**src/rtl/str_seq_pkg.sv**
```systemverilog
package str_seq_pkg;
  typedef enum logic [1:0] {
    ST_IDLE = 2'd0,
    ST_RD   = 2'd1,
    ST_WR   = 2'd2,
    ST_DONE = 2'd3
  } seq_state_e;

  localparam int unsigned NUM_CH = 2;
  localparam int unsigned CH_SRC = 0;
  localparam int unsigned CH_DST = 1;
endpackage

```
**src/rtl/str_phys_addr.sv**
```systemverilog
module str_phys_addr #(
  parameter int unsigned OFS_W     = 16,
  parameter int unsigned SEG_SHIFT = 4,
  localparam int unsigned ADDR_W   = OFS_W + SEG_SHIFT
) (
  input  logic [OFS_W-1:0]  seg_i,
  input  logic [OFS_W-1:0]  ofs_i,
  output logic [ADDR_W-1:0] addr_o
);
  logic [ADDR_W-1:0] seg_ext;
  logic [ADDR_W-1:0] ofs_ext;

  assign seg_ext = {seg_i, {SEG_SHIFT{1'b0}}};
  assign ofs_ext = {{SEG_SHIFT{1'b0}}, ofs_i};
  assign addr_o  = seg_ext + ofs_ext;
endmodule

```
**src/rtl/str_idx_unit.sv**
```systemverilog
module str_idx_unit #(
  parameter int unsigned OFS_W      = 16,
  parameter int unsigned WORD_BYTES = 2
) (
  input  logic             clk_i,
  input  logic             rst_ni,
  input  logic             load_i,
  input  logic [OFS_W-1:0] init_i,
  input  logic             step_i,
  input  logic             word_i,
  input  logic             dir_i,
  output logic [OFS_W-1:0] idx_o
);
  logic [OFS_W-1:0] amt;
  logic [OFS_W-1:0] idx_q;
  logic [OFS_W-1:0] idx_nxt;

  assign amt = word_i ? OFS_W'(WORD_BYTES) : OFS_W'(1);

  // modulo 2^OFS_W wrap falls out of the fixed width
  always_comb begin
    idx_nxt = idx_q;
    if (load_i)      idx_nxt = init_i;
    else if (step_i) idx_nxt = dir_i ? (idx_q - amt) : (idx_q + amt);
  end

  always_ff @(posedge clk_i or negedge rst_ni) begin
    if (!rst_ni) idx_q <= '0;
    else         idx_q <= idx_nxt;
  end

  assign idx_o = idx_q;
endmodule

```
**src/rtl/str_cnt_unit.sv**
```systemverilog
module str_cnt_unit #(
  parameter int unsigned CNT_W = 16
) (
  input  logic             clk_i,
  input  logic             rst_ni,
  input  logic             load_i,
  input  logic [CNT_W-1:0] init_i,
  input  logic             dec_i,
  output logic [CNT_W-1:0] cnt_o,
  output logic             last_o
);
  logic [CNT_W-1:0] cnt_q;

  always_ff @(posedge clk_i or negedge rst_ni) begin
    if (!rst_ni)     cnt_q <= '0;
    else if (load_i) cnt_q <= init_i;
    else if (dec_i)  cnt_q <= cnt_q - CNT_W'(1);
  end

  assign cnt_o  = cnt_q;
  assign last_o = (cnt_q == CNT_W'(1));
endmodule

```
**src/rtl/str_addr_seq.sv**
```systemverilog
module str_addr_seq
  import str_seq_pkg::*;
#(
  parameter int unsigned OFS_W      = 16,
  parameter int unsigned SEG_SHIFT  = 4,
  parameter int unsigned WORD_BYTES = 2,
  parameter int unsigned CNT_W      = 16,
  localparam int unsigned ADDR_W    = OFS_W + SEG_SHIFT
) (
  input  logic              clk_i,
  input  logic              rst_ni,
  input  logic              start_i,
  input  logic              word_i,
  input  logic              rep_i,
  input  logic              dir_i,
  input  logic [OFS_W-1:0]  si_init_i,
  input  logic [OFS_W-1:0]  di_init_i,
  input  logic [CNT_W-1:0]  cnt_init_i,
  input  logic [OFS_W-1:0]  src_seg_i,
  input  logic [OFS_W-1:0]  dst_seg_i,
  output logic              rd_req_o,
  output logic [ADDR_W-1:0] rd_addr_o,
  output logic              wr_req_o,
  output logic [ADDR_W-1:0] wr_addr_o,
  output logic [OFS_W-1:0]  si_o,
  output logic [OFS_W-1:0]  di_o,
  output logic [CNT_W-1:0]  cnt_o,
  output logic              busy_o,
  output logic              done_o
);
  seq_state_e state_q, state_d;
  logic word_q, dir_q, rep_q;
  logic [OFS_W-1:0] src_seg_q, dst_seg_q;
  logic accept, step_en, cnt_last;

  logic [OFS_W-1:0]  idx_init [NUM_CH];
  logic [OFS_W-1:0]  idx_cur  [NUM_CH];
  logic [OFS_W-1:0]  seg_cur  [NUM_CH];
  logic [ADDR_W-1:0] addr_cur [NUM_CH];

  assign accept  = (state_q == ST_IDLE) && start_i;
  assign step_en = (state_q == ST_WR);

  always_comb begin
    state_d = state_q;
    unique case (state_q)
      ST_IDLE: if (start_i) state_d = (rep_i && (cnt_init_i == '0)) ? ST_DONE : ST_RD;
      ST_RD:   state_d = ST_WR;
      ST_WR:   state_d = (!rep_q || cnt_last) ? ST_DONE : ST_RD;
      ST_DONE: state_d = ST_IDLE;
      default: state_d = ST_IDLE;
    endcase
  end

  always_ff @(posedge clk_i or negedge rst_ni) begin
    if (!rst_ni) begin
      state_q   <= ST_IDLE;
      word_q    <= 1'b0;
      dir_q     <= 1'b0;
      rep_q     <= 1'b0;
      src_seg_q <= '0;
      dst_seg_q <= '0;
    end else begin
      state_q <= state_d;
      if (accept) begin
        word_q    <= word_i;
        dir_q     <= dir_i;
        rep_q     <= rep_i;
        src_seg_q <= src_seg_i;
        dst_seg_q <= dst_seg_i;
      end
    end
  end

  assign idx_init[CH_SRC] = si_init_i;
  assign idx_init[CH_DST] = di_init_i;
  assign seg_cur[CH_SRC]  = src_seg_q;
  assign seg_cur[CH_DST]  = dst_seg_q;

  for (genvar g = 0; g < NUM_CH; g++) begin : g_ch
    str_idx_unit #(
      .OFS_W     (OFS_W),
      .WORD_BYTES(WORD_BYTES)
    ) u_idx (
      .clk_i (clk_i),
      .rst_ni(rst_ni),
      .load_i(accept),
      .init_i(idx_init[g]),
      .step_i(step_en),
      .word_i(word_q),
      .dir_i (dir_q),
      .idx_o (idx_cur[g])
    );

    str_phys_addr #(
      .OFS_W    (OFS_W),
      .SEG_SHIFT(SEG_SHIFT)
    ) u_pa (
      .seg_i (seg_cur[g]),
      .ofs_i (idx_cur[g]),
      .addr_o(addr_cur[g])
    );
  end

  str_cnt_unit #(
    .CNT_W(CNT_W)
  ) u_cnt (
    .clk_i (clk_i),
    .rst_ni(rst_ni),
    .load_i(accept),
    .init_i(cnt_init_i),
    .dec_i (step_en && rep_q),
    .cnt_o (cnt_o),
    .last_o(cnt_last)
  );

  assign rd_req_o  = (state_q == ST_RD);
  assign wr_req_o  = (state_q == ST_WR);
  assign done_o    = (state_q == ST_DONE);
  assign busy_o    = (state_q != ST_IDLE);
  assign rd_addr_o = addr_cur[CH_SRC];
  assign wr_addr_o = addr_cur[CH_DST];
  assign si_o      = idx_cur[CH_SRC];
  assign di_o      = idx_cur[CH_DST];
endmodule

```
**config.mk**
```make
export PLATFORM = sky130hd
export DESIGN_NAME = str_addr_seq
export DESIGN_NICKNAME = d
export VERILOG_FILES = /design/src/rtl/str_seq_pkg.sv /design/src/rtl/str_phys_addr.sv /design/src/rtl/str_idx_unit.sv /design/src/rtl/str_cnt_unit.sv /design/src/rtl/str_addr_seq.sv
export SDC_FILE = /design/constraint.sdc
export NUM_CORES = 1
export LEC_CHECK = 0
export BUFFER_PORTS_ARGS = -buffer_cell sky130_fd_sc_hd__buf_2
export CAP_MARGIN = 5
export CORE_ASPECT_RATIO = 0.6
export CORE_MARGIN = 1.5
export CORE_UTILIZATION = 30
export CTS_CLUSTER_SIZE = 8
export DETAILED_ROUTE_END_ITERATION = 16
export GPL_ROUTABILITY_DRIVEN = 0
export PLACE_DENSITY = 0.55
export SYNTH_ARGS = -nofsm -noshare
export SYNTH_HDL_FRONTEND = slang
export SYNTH_SLANG_ARGS = --single-unit
export TNS_END_PERCENT = 5
```
**constraint.sdc**
```tcl
create_clock -name clk_i -period 2.8 [get_ports clk_i]
set_input_delay 0.7 -clock clk_i [delete_from_list [all_inputs] [get_ports clk_i]]
set_output_delay 0.7 -clock clk_i [all_outputs]
set_load 0.01 [all_outputs]
```
==> results of run 1 <==
[metrics by stage]
step / total power, uW / setup TNS (ps)
finish: 13700 / -4970
global route: 15000 / -7800
CTS: 13600 / -6450
detailed placement: 12100 / -1420
global placement: 12100 / -1240
floorplan: 8830 / -180
[power by group]
group	leakage [uW]	internal [uW]	switching, uW	total [uW]
clock	0.000158	804	526	1330
sequential	0.00103	1860	596	2450
combinational	0.00297	4420	5500	9920
[kinds of logic (layout without fill, tap and decap cells)]
logic type	Yosys count	after routing	share of synthesized area (%)
flip-flops	85	85	32.8
XOR/XNOR	64	64	8.65
adder cells (fa/ha/maj)	58	58	11.4
AO/OA/AOI/OAI	207	207	20.7
multiplexers	2	2	0.309
buffers and inverters	60	271	4.38
AND/OR/NAND/NOR	301	301	21.7
[routing by layer]
layer | vias to the layer above | routed length (um) | global-route usage, %
met3 | 13 | 1130 | 4.11
met4 | 0 | 171 | 3.93
met2 | 155 | 7430 | 23.9
met1 | 2890 | 11400 | 29.3
met5 | - | 0 | 0
li1 | 3143 | - | -
[what timing repair did]
| action | 4_1_cts | 5_1_grt |
|---|---|---|
| endpoints found under the setup margin | 22 | 23 |
| hold buffers | 0 | 0 |
| gates cloned | 0 | 0 |
| pin swaps | 15 | 5 |
| hold endpoints to repair | 0 | 0 |
| resized for setup | 10 | 12 |
[how the worst max path moves through the flow]
stage               cells past startpoint  slack, ps       endpoint
global placement                       11       -220  rd_addr_o[14]
finish                                 11       -560  rd_addr_o[14]
detailed placement                     11       -250  rd_addr_o[14]
CTS                                    11       -620  rd_addr_o[14]
floorplan                               9        -70  rd_addr_o[14]
global route                           11       -710  rd_addr_o[14]
[worst max-delay path: stages (launching register included)]
cell	delay [ps]
sky130_fd_sc_hd__dfrtp_1	390
sky130_fd_sc_hd__ha_2	200
sky130_fd_sc_hd__fa_2	350
sky130_fd_sc_hd__a21o_1	180
sky130_fd_sc_hd__a21oi_2	180
sky130_fd_sc_hd__a21oi_2	100
sky130_fd_sc_hd__o41ai_2	210
sky130_fd_sc_hd__buf_4	190
sky130_fd_sc_hd__o21bai_1	60
sky130_fd_sc_hd__a21oi_1	150
sky130_fd_sc_hd__xnor2_1	140
sky130_fd_sc_hd__buf_2	160
[layout make-up]
class / count / area (um^2) / share of cell area (%)
clock buffers: 10 / 239 / 2.83
multi-input cells: 632 / 4210 / 49.9
well taps: 279 / 349 / 4.14
clock inverters: 6 / 86.3 / 1.02
flip-flops and latches: 85 / 2130 / 25.2
inverters: 23 / 86.3 / 1.02
repair buffers: 232 / 1340 / 15.9
[sequential cells by signal, summed over array words and instances (netlist names)]
name and flops:
g_ch.u_idx.idx_o 32, dst_seg_q 16, src_seg_q 16, u_cnt.cnt_o 16, state_q 2, dir_q 1
rep_q 1, word_q 1
[cells in the mapped netlist, types with 2 or more instances]
cell                        number
sky130_fd_sc_hd__a21o_1         19
sky130_fd_sc_hd__nand2b_1        7
sky130_fd_sc_hd__clkbuf_1       15
sky130_fd_sc_hd__buf_6           2
sky130_fd_sc_hd__a31oi_1         7
sky130_fd_sc_hd__xor2_1         24
sky130_fd_sc_hd__a22oi_1         6
sky130_fd_sc_hd__and3_1          7
sky130_fd_sc_hd__o21ai_0        48
sky130_fd_sc_hd__or3_1           5
sky130_fd_sc_hd__o211ai_1        2
sky130_fd_sc_hd__and3b_1         3
sky130_fd_sc_hd__inv_1          22
sky130_fd_sc_hd__nor2b_1         6
sky130_fd_sc_hd__o21a_1          7
sky130_fd_sc_hd__nor2_1         58
sky130_fd_sc_hd__xnor2_1        40
sky130_fd_sc_hd__or2_2           3
sky130_fd_sc_hd__nand3_1        10
sky130_fd_sc_hd__o22ai_1         4
sky130_fd_sc_hd__o41ai_2         2
sky130_fd_sc_hd__o2111ai_1       3
sky130_fd_sc_hd__and3b_2         2
sky130_fd_sc_hd__o21bai_1        9
sky130_fd_sc_hd__nand4_1         9
sky130_fd_sc_hd__nor4_1          6
sky130_fd_sc_hd__dfrtp_1        85
sky130_fd_sc_hd__ha_1           56
sky130_fd_sc_hd__buf_2          11
sky130_fd_sc_hd__a211oi_1        5
sky130_fd_sc_hd__o21ai_1         5
sky130_fd_sc_hd__a221oi_1        3
sky130_fd_sc_hd__nor3_2          2
sky130_fd_sc_hd__nand3b_1        2
sky130_fd_sc_hd__nor3_1          9
sky130_fd_sc_hd__a211o_1         2
sky130_fd_sc_hd__a21oi_1        66
sky130_fd_sc_hd__o21ai_2         4
sky130_fd_sc_hd__fa_1            2
sky130_fd_sc_hd__mux2i_1         2
sky130_fd_sc_hd__a221o_1         2
sky130_fd_sc_hd__buf_4           8
sky130_fd_sc_hd__nand2_1       155
sky130_fd_sc_hd__nor4_2          2
sky130_fd_sc_hd__and2_1          3
==> tab_implementation.tex, run 1 <==
\begin{tabular}{lr}
\hline
Metric & Value \\
\hline
\multicolumn{2}{l}{\textbf{Placement}} \\
Placed wire-length estimate & 15500 um \\
Worst slack after detailed placement & -247 ps \\
Post-Place Cells & 1251 \\
IO Port Bufs & 177 \\
Placed Instance Area & 8010 um\^{}2 \\
\multicolumn{2}{l}{\textbf{Die}} \\
IO Pins & 178 \\
Die area & 22500 um\^{}2 \\
Y dimension of the die & 117 um \\
Number of cell rows & 41 \\
Standard cell core area & 21100 um\^{}2 \\
Initial core utilization & 30.7\% \\
DIE WIDTH & 193 um \\
\multicolumn{2}{l}{\textbf{Run status}} \\
Violations in the final reports & negative setup slack \\
Run status & finished, violations left \\
\multicolumn{2}{l}{\textbf{Worst setup path}} \\
Critical path data arrival time & 2660 ps \\
Biggest fanout along the worst timing path & 3 \\
Start point of the critical path & src\_seg\_q[0] \\
Kind of end point of the critical path & primary output \\
Worst reg2reg setup slack & 140 ps \\
Data required, critical path & 2100 ps \\
Crit start category & register \\
R2r endpoint & g\_ch[0].u\_idx.idx\_o[12] \\
Worst R2R Start & dir\_q \\
Class of the most critical setup path & register to primary output \\
R2r worst-path depth & 8 \\
\multicolumn{2}{l}{\textbf{Routing}} \\
Number of remaining DRC errors & 0 \\
Count of TritonRoute iterations in the first routing pass & 7 \\
First DRT Iteration DRCs & 239 \\
DRT antenna net count & 0 \\
Routed length per placed instance & 15.9 um \\
Routed vias & 6201 \\
Wirelength, routed & 20100 um \\
DR vias/cell & 4.89 \\
\multicolumn{2}{l}{\textbf{STA}} \\
Setup slack of the critical path after layout & -563 ps \\
Number of endpoints with negative hold slack in the final report & 0 \\
Number of slew-limit violations in the final report & 0 \\
Number of endpoints failing setup at the final stage & 20 \\
Maximum clock frequency & 0.297 GHz \\
Final period utilization & 120\% \\
Normalized max-slew margin & 65.9\% \\
Worst hold slack & 176 ps \\
Slew at the pin closest to its max-slew limit & 505 ps \\
Worst Clk Skew & 4.94 ps \\
Setup repair after global routing missed its margin & yes \\
Crit path time final & 3360 ps \\
\multicolumn{2}{l}{\textbf{Yosys}} \\
Top\_reg\_cell synth & sky130\_fd\_sc\_hd\_\_dfrtp\_1 \\
Seq cells post-synth & 85 \\
Area of the mapped netlist & 6480 um\^{}2 \\
Post-Syn Instances & 777 \\
Synthesis Warnings & 0 \\
Count of unique library cells instantiated by Yosys & 72 \\
Leading area contributor after synthesis & sky130\_fd\_sc\_hd\_\_dfrtp\_1 \\
Number of enable-type register cells in the synthesized netlist & 0 \\
Share of async-settable or async-resettable flops after synthesis & 100\% \\
Post-synthesis average cell area & 8.34 um\^{}2 \\
Nets in the synthesized netlist & 921 \\
Yosys top cell area share & 32.8\% \\
Largest cells by area after synthesis & sky130\_fd\_sc\_hd\_\_dfrtp\_1 (33\%), sky130\_fd\_sc\_hd\_\_ha\_1 (11\%), sky130\_fd\_sc\_hd\_\_nand2\_1 (9.0\%), sky130\_fd\_sc\_hd\_\_xnor2\_1 (5.4\%), sky130\_fd\_sc\_hd\_\_a21oi\_1 (5.1\%) \\
Fraction of the yosys area taken by sequential cells & 32.8\% \\
\multicolumn{2}{l}{\textbf{Global route}} \\
Global Route Usage Sum & 18.2\% \\
Wire length of the first global-routing pass & 31400 um \\
Maximum number of pins on one net before global-route repair & 50 \\
Initial antenna violation count & 0 \\
Grt total ovfl & 0 \\
Via count of the first global-routing pass & 5780 \\
\multicolumn{2}{l}{\textbf{Clock network}} \\
Post CTS Setup Buffer Count & 0 \\
Number of buffers on the longest clock path & 2 \\
CTS sink cnt & 85 \\
Clock transition time at the flip-flop clock pins of the worst setup and hold paths & 70 ps \\
Latest clock arrival within the worst-skew pair & 360 ps \\
Cts bufs inserted & 9 \\
Clock tree from TritonCTS & yes \\
CTS H-tree lvls & 3 \\
Clock Tree Root & sky130\_fd\_sc\_hd\_\_clkbuf\_16 \\
\multicolumn{2}{l}{\textbf{Pwr}} \\
Max rail drop VDD & 0.936 mV \\
Leakage power & 0.00416 uW \\
Power density cells & 1620 nW/um\^{}2 \\
\multicolumn{2}{l}{\textbf{Final layout}} \\
Design Area, Final & 8430 um\^{}2 \\
Final Util & 40.0\% \\
Number of antenna cells inserted & 0 \\
Number of standard cells in the layout, taps in and fillers out & 1267 \\
Final Net Count & 1127 \\
Number of filler cells placed in the layout & 2220 \\
Highest-count cells in the layout ignoring fill and taps & sky130\_fd\_sc\_hd\_\_buf\_2 (176), sky130\_fd\_sc\_hd\_\_nand2\_1 (155), sky130\_fd\_sc\_hd\_\_dfrtp\_1 (85) \\
Share of layout cells above drive strength 1 & 30.6\% \\
Leading cell type in the layout, fill and taps excluded & sky130\_fd\_sc\_hd\_\_buf\_2 \\
Post-synthesis to final-layout area growth & 30.2\% \\
\multicolumn{2}{l}{\textbf{Job}} \\
Max Cap Violations & 0 \\
\multicolumn{2}{l}{\textbf{Min path}} \\
Hold Path Class & primary input to asynchronous set/reset pin \\
\hline
\end{tabular}
(Power assumes the default switching activity.)
==> run 2: changes to the inputs <==
==> constraint.sdc (replaced) <==
create_clock -name clk_i -period 2.8 [get_ports clk_i]
set_input_delay 0.56 -clock clk_i [delete_from_list [all_inputs] [get_ports clk_i]]
set_output_delay 0.56 -clock clk_i [all_outputs]
set_load 0.01 [all_outputs]
==> tab_implementation.tex, run 2 (synthesis gave the netlist of run 1 again) <==
\begin{tabular}{lr}
\hline
Metric & Value \\
\hline
\multicolumn{2}{l}{\textbf{Die}} \\
DIE WIDTH & 193 um \\
Y dimension of the die & 117 um \\
Initial core utilization & 30.7\% \\
IO Pins & 178 \\
Number of cell rows & 41 \\
Die area & 22500 um\^{}2 \\
Standard cell core area & 21100 um\^{}2 \\
\multicolumn{2}{l}{\textbf{Clock network}} \\
Clock transition time at the flip-flop clock pins of the worst setup and hold paths & 60 ps \\
Count of hold-fix buffers inserted at cts & 0 \\
Clock tree from TritonCTS & yes \\
CTS H-tree lvls & 3 \\
CTS sink cnt & 85 \\
Latest clock arrival within the worst-skew pair & 360 ps \\
Cts bufs inserted & 9 \\
Number of buffers on the longest clock path & 2 \\
Clock Tree Root & sky130\_fd\_sc\_hd\_\_clkbuf\_16 \\
\multicolumn{2}{l}{\textbf{Job}} \\
Max Cap Violations & 0 \\
\multicolumn{2}{l}{\textbf{Placement}} \\
Post-Place Cells & 1240 \\
IO Port Bufs & 177 \\
Placed Instance Area & 7910 um\^{}2 \\
Placed wire-length estimate & 15500 um \\
\multicolumn{2}{l}{\textbf{Pwr}} \\
Max rail drop VDD & 0.840 mV \\
Net switching share of the total power & 49.5\% \\
Clock power frac & 8.3\% \\
Net switching power & 6640 uW \\
Proportion of power drawn by combinational gates & 73.3\% \\
Power density cells & 1610 nW/um\^{}2 \\
Internal power component & 6780 uW \\
Power, Total & 13400 uW \\
Share of power burned in registers & 18.5\% \\
Leakage power & 0.00408 uW \\
\multicolumn{2}{l}{\textbf{Final layout}} \\
Leading cell type in the layout, fill and taps excluded & sky130\_fd\_sc\_hd\_\_buf\_2 \\
Post-synthesis to final-layout area growth & 28.5\% \\
Final Util & 39.5\% \\
Final Net Count & 1118 \\
Area of the multi-input gates & 4230 um\^{}2 \\
Design Area, Final & 8330 um\^{}2 \\
Largest register FFs & 32 \\
Sequential standard cell area & 2130 um\^{}2 \\
Number of filler cells placed in the layout & 2218 \\
Share of layout cells above drive strength 1 & 30.1\% \\
Number of standard cells in the layout, taps in and fillers out & 1258 \\
Highest-count cells in the layout ignoring fill and taps & sky130\_fd\_sc\_hd\_\_buf\_2 (176), sky130\_fd\_sc\_hd\_\_nand2\_1 (155), sky130\_fd\_sc\_hd\_\_dfrtp\_1 (85) \\
Number of antenna cells inserted & 0 \\
\multicolumn{2}{l}{\textbf{STA}} \\
Number of endpoints with negative hold slack in the final report & 0 \\
Maximum clock frequency & 0.307 GHz \\
Number of slew-limit violations in the final report & 0 \\
Setup repair after global routing missed its margin & yes \\
Final period utilization & 116\% \\
Number of endpoints failing setup at the final stage & 13 \\
Slew at the pin closest to its max-slew limit & 534 ps \\
Setup slack of the critical path after layout & -454 ps \\
Crit path time final & 3250 ps \\
Normalized max-slew margin & 64.2\% \\
Worst hold slack & 58.1 ps \\
Worst Clk Skew & 8.69 ps \\
\multicolumn{2}{l}{\textbf{Routing}} \\
Wirelength, routed & 20200 um \\
Number of remaining DRC errors & 0 \\
Routed vias & 6106 \\
First DRT Iteration DRCs & 335 \\
DR vias/cell & 4.85 \\
DRT antenna net count & 0 \\
Count of TritonRoute iterations in the first routing pass & 5 \\
Routed length per placed instance & 16.0 um \\
\multicolumn{2}{l}{\textbf{Worst setup path}} \\
Worst R2R Start & dir\_q \\
R2r endpoint & g\_ch[0].u\_idx.idx\_o[12] \\
Critical path data arrival time & 2690 ps \\
Worst reg2reg setup slack & 170 ps \\
Biggest fanout along the worst timing path & 2 \\
Data required, critical path & 2240 ps \\
Class of the most critical setup path & register to primary output \\
Crit start category & register \\
R2r worst-path depth & 8 \\
Kind of end point of the critical path & primary output \\
\multicolumn{2}{l}{\textbf{Global route}} \\
Wire length of the first global-routing pass & 32000 um \\
Grt total ovfl & 0 \\
Maximum number of pins on one net before global-route repair & 58 \\
Initial antenna violation count & 0 \\
Global Route Usage Sum & 18.5\% \\
Via count of the first global-routing pass & 5724 \\
\multicolumn{2}{l}{\textbf{Min path}} \\
Hold Path Class & primary input to asynchronous set/reset pin \\
\multicolumn{2}{l}{\textbf{Run status}} \\
Violations in the final reports & negative setup slack \\
Run status & finished, violations left \\
\hline
\end{tabular}
[run 2: cell types whose count changed in the layout (fill, tap and decap cells not counted), sizes merged]
cell    before  now
bufinv       2    0
buf        232  223
clkinv       3    4
clkbuf      10   11
[run 2: worst max-delay path by stage]
stage | depth (start not counted) | end | slack [ps] | from
finish | 12 | rd_addr_o[18] | -450 | src_seg_q[0]
CTS | 11 | rd_addr_o[14] | -470 | src_seg_q[0]
detailed placement | 10 | wr_addr_o[18] | -170 | g_ch[1].u_idx.idx_o[4]
global placement | 10 | wr_addr_o[18] | -120 | g_ch[1].u_idx.idx_o[4]
floorplan | 9 | wr_addr_o[18] | 30 | g_ch[1].u_idx.idx_o[4]
global route | 11 | rd_addr_o[14] | -590 | src_seg_q[0]
[run 2: cell type report]
cell class	count	area share, %
Clock buffer	11	2.79
Inverter	23	1.04
Sequential cell	85	25.5
Clock inverter	5	0.331
Multi-Input combinational cell	632	50.8
Timing Repair Buffer	223	15.3
Tap cell	279	4.19
[run 2: critical path, cell delays in order (launching register included)]
cell,delay [ps]
sky130_fd_sc_hd__dfrtp_1,390
sky130_fd_sc_hd__ha_2,190
sky130_fd_sc_hd__fa_2,350
sky130_fd_sc_hd__a21o_1,190
sky130_fd_sc_hd__a21oi_2,200
sky130_fd_sc_hd__a21oi_2,100
sky130_fd_sc_hd__o41ai_2,220
sky130_fd_sc_hd__buf_4,170
sky130_fd_sc_hd__buf_4,110
sky130_fd_sc_hd__o41ai_2,70
sky130_fd_sc_hd__nand3_1,90
sky130_fd_sc_hd__xnor2_1,110
sky130_fd_sc_hd__buf_2,140
[run 2: power groups by stage]
stage / combinational (uW) / clock [uW] / sequential [uW]
global route: 11000 / 1200 / 2590
global placement: 9390 / 0 / 2480
detailed placement: 9420 / 0 / 2490
floorplan: 6220 / 0 / 2570
finish: 9830 / 1110 / 2480
CTS: 9680 / 1160 / 2480
[run 2: what timing repair did]
action,4_1_cts,5_1_grt
setup buffers,1,1
pin swaps,16,5
resized for setup,22,13
setup endpoints to repair,21,23
[run 2: metrics by stage]
step	setup TNS, ps	setup slack, ps
final	-3300	-454
after global routing	-5450	-595
after CTS	-3760	-471
after detailed placement	-726	-168
after global placement	-451	-117
after floorplan	0	33.4
[run 2: per-layer routing]
layer | global-route usage [%] | part of all wire, % | vias to the layer above
met3 | 4.03 | 5.8 | 11
met2 | 23.8 | 36 | 144
met4 | 4.03 | 0.84 | 0
li1 | - | - | 3121
met1 | 30.1 | 57 | 2830
met5 | 0 | 0 | -
==> run 3: changes to the inputs <==
--- a/config.mk
+++ b/config.mk
@@ -9,11 +9,12 @@
 export CAP_MARGIN = 5
 export CORE_ASPECT_RATIO = 0.6
 export CORE_MARGIN = 1.5
-export CORE_UTILIZATION = 30
+export CORE_UTILIZATION = 40
 export CTS_CLUSTER_SIZE = 8
 export DETAILED_ROUTE_END_ITERATION = 16
 export GPL_ROUTABILITY_DRIVEN = 0
-export PLACE_DENSITY = 0.55
+export PLACE_DENSITY = 0.69
+export SETUP_SLACK_MARGIN = 0.05
 export SYNTH_ARGS = -nofsm -noshare
 export SYNTH_HDL_FRONTEND = slang
 export SYNTH_SLANG_ARGS = --single-unit
==> tab_implementation.tex, run 3 (synthesis gave the netlist of run 1 again) <==
\begin{tabular}{lr}
\hline
Metric & Value \\
\hline
\multicolumn{2}{l}{\textbf{Routing}} \\
First DRT Iteration DRCs & 320 \\
Number of remaining DRC errors & 0 \\
DR vias/cell & 5.27 \\
Routed length per placed instance & 15.8 um \\
Routed vias & 6171 \\
Wirelength, routed & 18500 um \\
Count of TritonRoute iterations in the first routing pass & 4 \\
DRT antenna net count & 0 \\
\multicolumn{2}{l}{\textbf{Global route}} \\
GRT met1 Usage & 34.3\% \\
Via count of the first global-routing pass & 5716 \\
Global Route Usage Sum & 22.1\% \\
Initial antenna violation count & 1 \\
Gr busiest metal & met1 \\
Maximum number of pins on one net before global-route repair & 93 \\
Fraction of met3 tracks used by global routing & 4.57\% \\
Wire length of the first global-routing pass & 29700 um \\
Met2 demand-to-capacity share in global routing & 31.5\% \\
Grt total ovfl & 0 \\
\multicolumn{2}{l}{\textbf{Pwr}} \\
Max rail drop VDD & 0.681 mV \\
Power density cells & 1620 nW/um\^{}2 \\
Internal power component & 6710 uW \\
Net switching power & 6520 uW \\
Leakage power & 0.00405 uW \\
Clock power frac & 8.6\% \\
Power, Total & 13200 uW \\
Net switching share of the total power & 49.3\% \\
Proportion of power drawn by combinational gates & 72.5\% \\
Share of power burned in registers & 18.9\% \\
\multicolumn{2}{l}{\textbf{STA}} \\
Number of endpoints failing setup at the final stage & 13 \\
Setup TNS Final & -2420 ps \\
Number of endpoints with negative hold slack in the final report & 0 \\
Setup slack of the critical path after layout & -390 ps \\
Number of slew-limit violations in the final report & 0 \\
Normalized max-slew margin & 61.0\% \\
Crit path time final & 3190 ps \\
Slew at the pin closest to its max-slew limit & 585 ps \\
Setup repair after global routing missed its margin & yes \\
Worst Clk Skew & 8.42 ps \\
Final period utilization & 114\% \\
Maximum clock frequency & 0.313 GHz \\
Worst hold slack & 210 ps \\
\multicolumn{2}{l}{\textbf{Clock network}} \\
Cts bufs inserted & 9 \\
Clock tree from TritonCTS & yes \\
Number of buffers on the longest clock path & 2 \\
Clock Tree Root & sky130\_fd\_sc\_hd\_\_clkbuf\_16 \\
Latest clock arrival within the worst-skew pair & 340 ps \\
CTS H-tree lvls & 3 \\
Count of hold-fix buffers inserted at cts & 0 \\
Clock transition time at the flip-flop clock pins of the worst setup and hold paths & 60 ps \\
CTS sink cnt & 85 \\
\multicolumn{2}{l}{\textbf{Die}} \\
IO Pins & 178 \\
Number of cell rows & 35 \\
Die area & 17000 um\^{}2 \\
DIE WIDTH & 167 um \\
Y dimension of the die & 102 um \\
Initial core utilization & 41.6\% \\
Standard cell core area & 15600 um\^{}2 \\
\multicolumn{2}{l}{\textbf{Worst setup path}} \\
Data required, critical path & 2240 ps \\
Critical path data arrival time & 2630 ps \\
Kind of end point of the critical path & primary output \\
Crit start category & register \\
Class of the most critical setup path & register to primary output \\
Biggest fanout along the worst timing path & 3 \\
\multicolumn{2}{l}{\textbf{Placement}} \\
Placed Instance Area & 7760 um\^{}2 \\
IO Port Bufs & 177 \\
Placed wire-length estimate & 13800 um \\
\multicolumn{2}{l}{\textbf{Final layout}} \\
Leading cell type in the layout, fill and taps excluded & sky130\_fd\_sc\_hd\_\_buf\_2 \\
Highest-count cells in the layout ignoring fill and taps & sky130\_fd\_sc\_hd\_\_buf\_2 (176), sky130\_fd\_sc\_hd\_\_nand2\_1 (155), sky130\_fd\_sc\_hd\_\_dfrtp\_1 (85) \\
Largest register FFs & 32 \\
Number of antenna cells inserted & 0 \\
Final Net Count & 1109 \\
Number of filler cells placed in the layout & 1517 \\
Post-synthesis to final-layout area growth & 26.2\% \\
Share of layout cells above drive strength 1 & 29.1\% \\
Design Area, Final & 8180 um\^{}2 \\
\multicolumn{2}{l}{\textbf{Run status}} \\
Run status & finished, violations left \\
Violations in the final reports & negative setup slack \\
\multicolumn{2}{l}{\textbf{Min path}} \\
Hold Path Class & primary input to asynchronous set/reset pin \\
\multicolumn{2}{l}{\textbf{Job}} \\
Max Cap Violations & 0 \\
\hline
\end{tabular}
-- run 3: per-stage QoR --
step / util, % / worst slack [ps] / instances
6_report: 52.4 / -390 / 1172
5_1_grt: 52.4 / -539 / 1172
4_1_cts: 52.2 / -355 / 1172
3_5_place_dp: 49.8 / -212 / 1154
3_3_place_gp: 49.8 / -166 / 1154
2_1_floorplan: - / 40.1 / 777
-- run 3: worst paths after layout --
| path | start | endpoint | slack (ps) | cells past startpoint |
|---|---|---|---|---|
| setup / recovery | src_seg_q[0] | rd_addr_o[14] | -390 | 11 |
| hold / removal | rst_ni | dst_seg_q[5] | 210 | 1 |
| setup reg to reg | dir_q | g_ch[0].u_idx.idx_o[12] | 120 | 8 |
| hold reg to reg | src_seg_q[7] | src_seg_q[7] | 480 | 2 |
| max in group asynchronous | rst_ni | state_q[0] | 1930 | 2 |
| min in group clk_i | src_seg_i[14] | src_seg_q[14] | 410 | 3 |
-- run 3: cell type report --
class	instances	area (um^2)	share of cell area, %
inverters	23	86.3	1.06
flip-flops and latches	85	2130	26.0
clock buffers	10	239	2.92
well taps	203	254	3.11
repair buffers	214	1220	14.9
clock inverters	5	37.5	0.459
multi-input cells	632	4220	51.6
-- run 3: what timing repair did --
action / 4_1_cts / 5_1_grt
endpoints found under the setup margin: 20 / 24
endpoints found under the hold margin: 0 / 0
resized for setup: 19 / 9
pin swaps: 11 / 3
buffers inserted: 3 / 0
-- run 3: worst max-delay path, stage by stage, from the launching register on --
cell	delay, ps
sky130_fd_sc_hd__dfrtp_1	380
sky130_fd_sc_hd__ha_2	200
sky130_fd_sc_hd__fa_2	350
sky130_fd_sc_hd__a21o_1	180
sky130_fd_sc_hd__a21oi_2	190
sky130_fd_sc_hd__a21oi_2	110
sky130_fd_sc_hd__o41ai_2	210
sky130_fd_sc_hd__buf_4	190
sky130_fd_sc_hd__o21bai_1	70
sky130_fd_sc_hd__a21oi_1	160
sky130_fd_sc_hd__xnor2_1	120
sky130_fd_sc_hd__buf_2	140
-- run 3: per-layer routing --
| layer | vias to the layer above | routed length (um) |
|---|---|---|
| met5 | - | 12 |
| met4 | 2 | 119 |
| met3 | 15 | 1040 |
| met2 | 163 | 7180 |
| met1 | 2885 | 10200 |
| li1 | 3106 | - |
-- run 3: power groups by stage --
stage               clock (uW)  sequential [uW]  combinational [uW]
floorplan                    0             2570                6240
global placement             0             2480                9080
detailed placement           0             2510                9180
CTS                       1170             2500                9450
global route              1210             2600               10700
finish                    1140             2500                9600
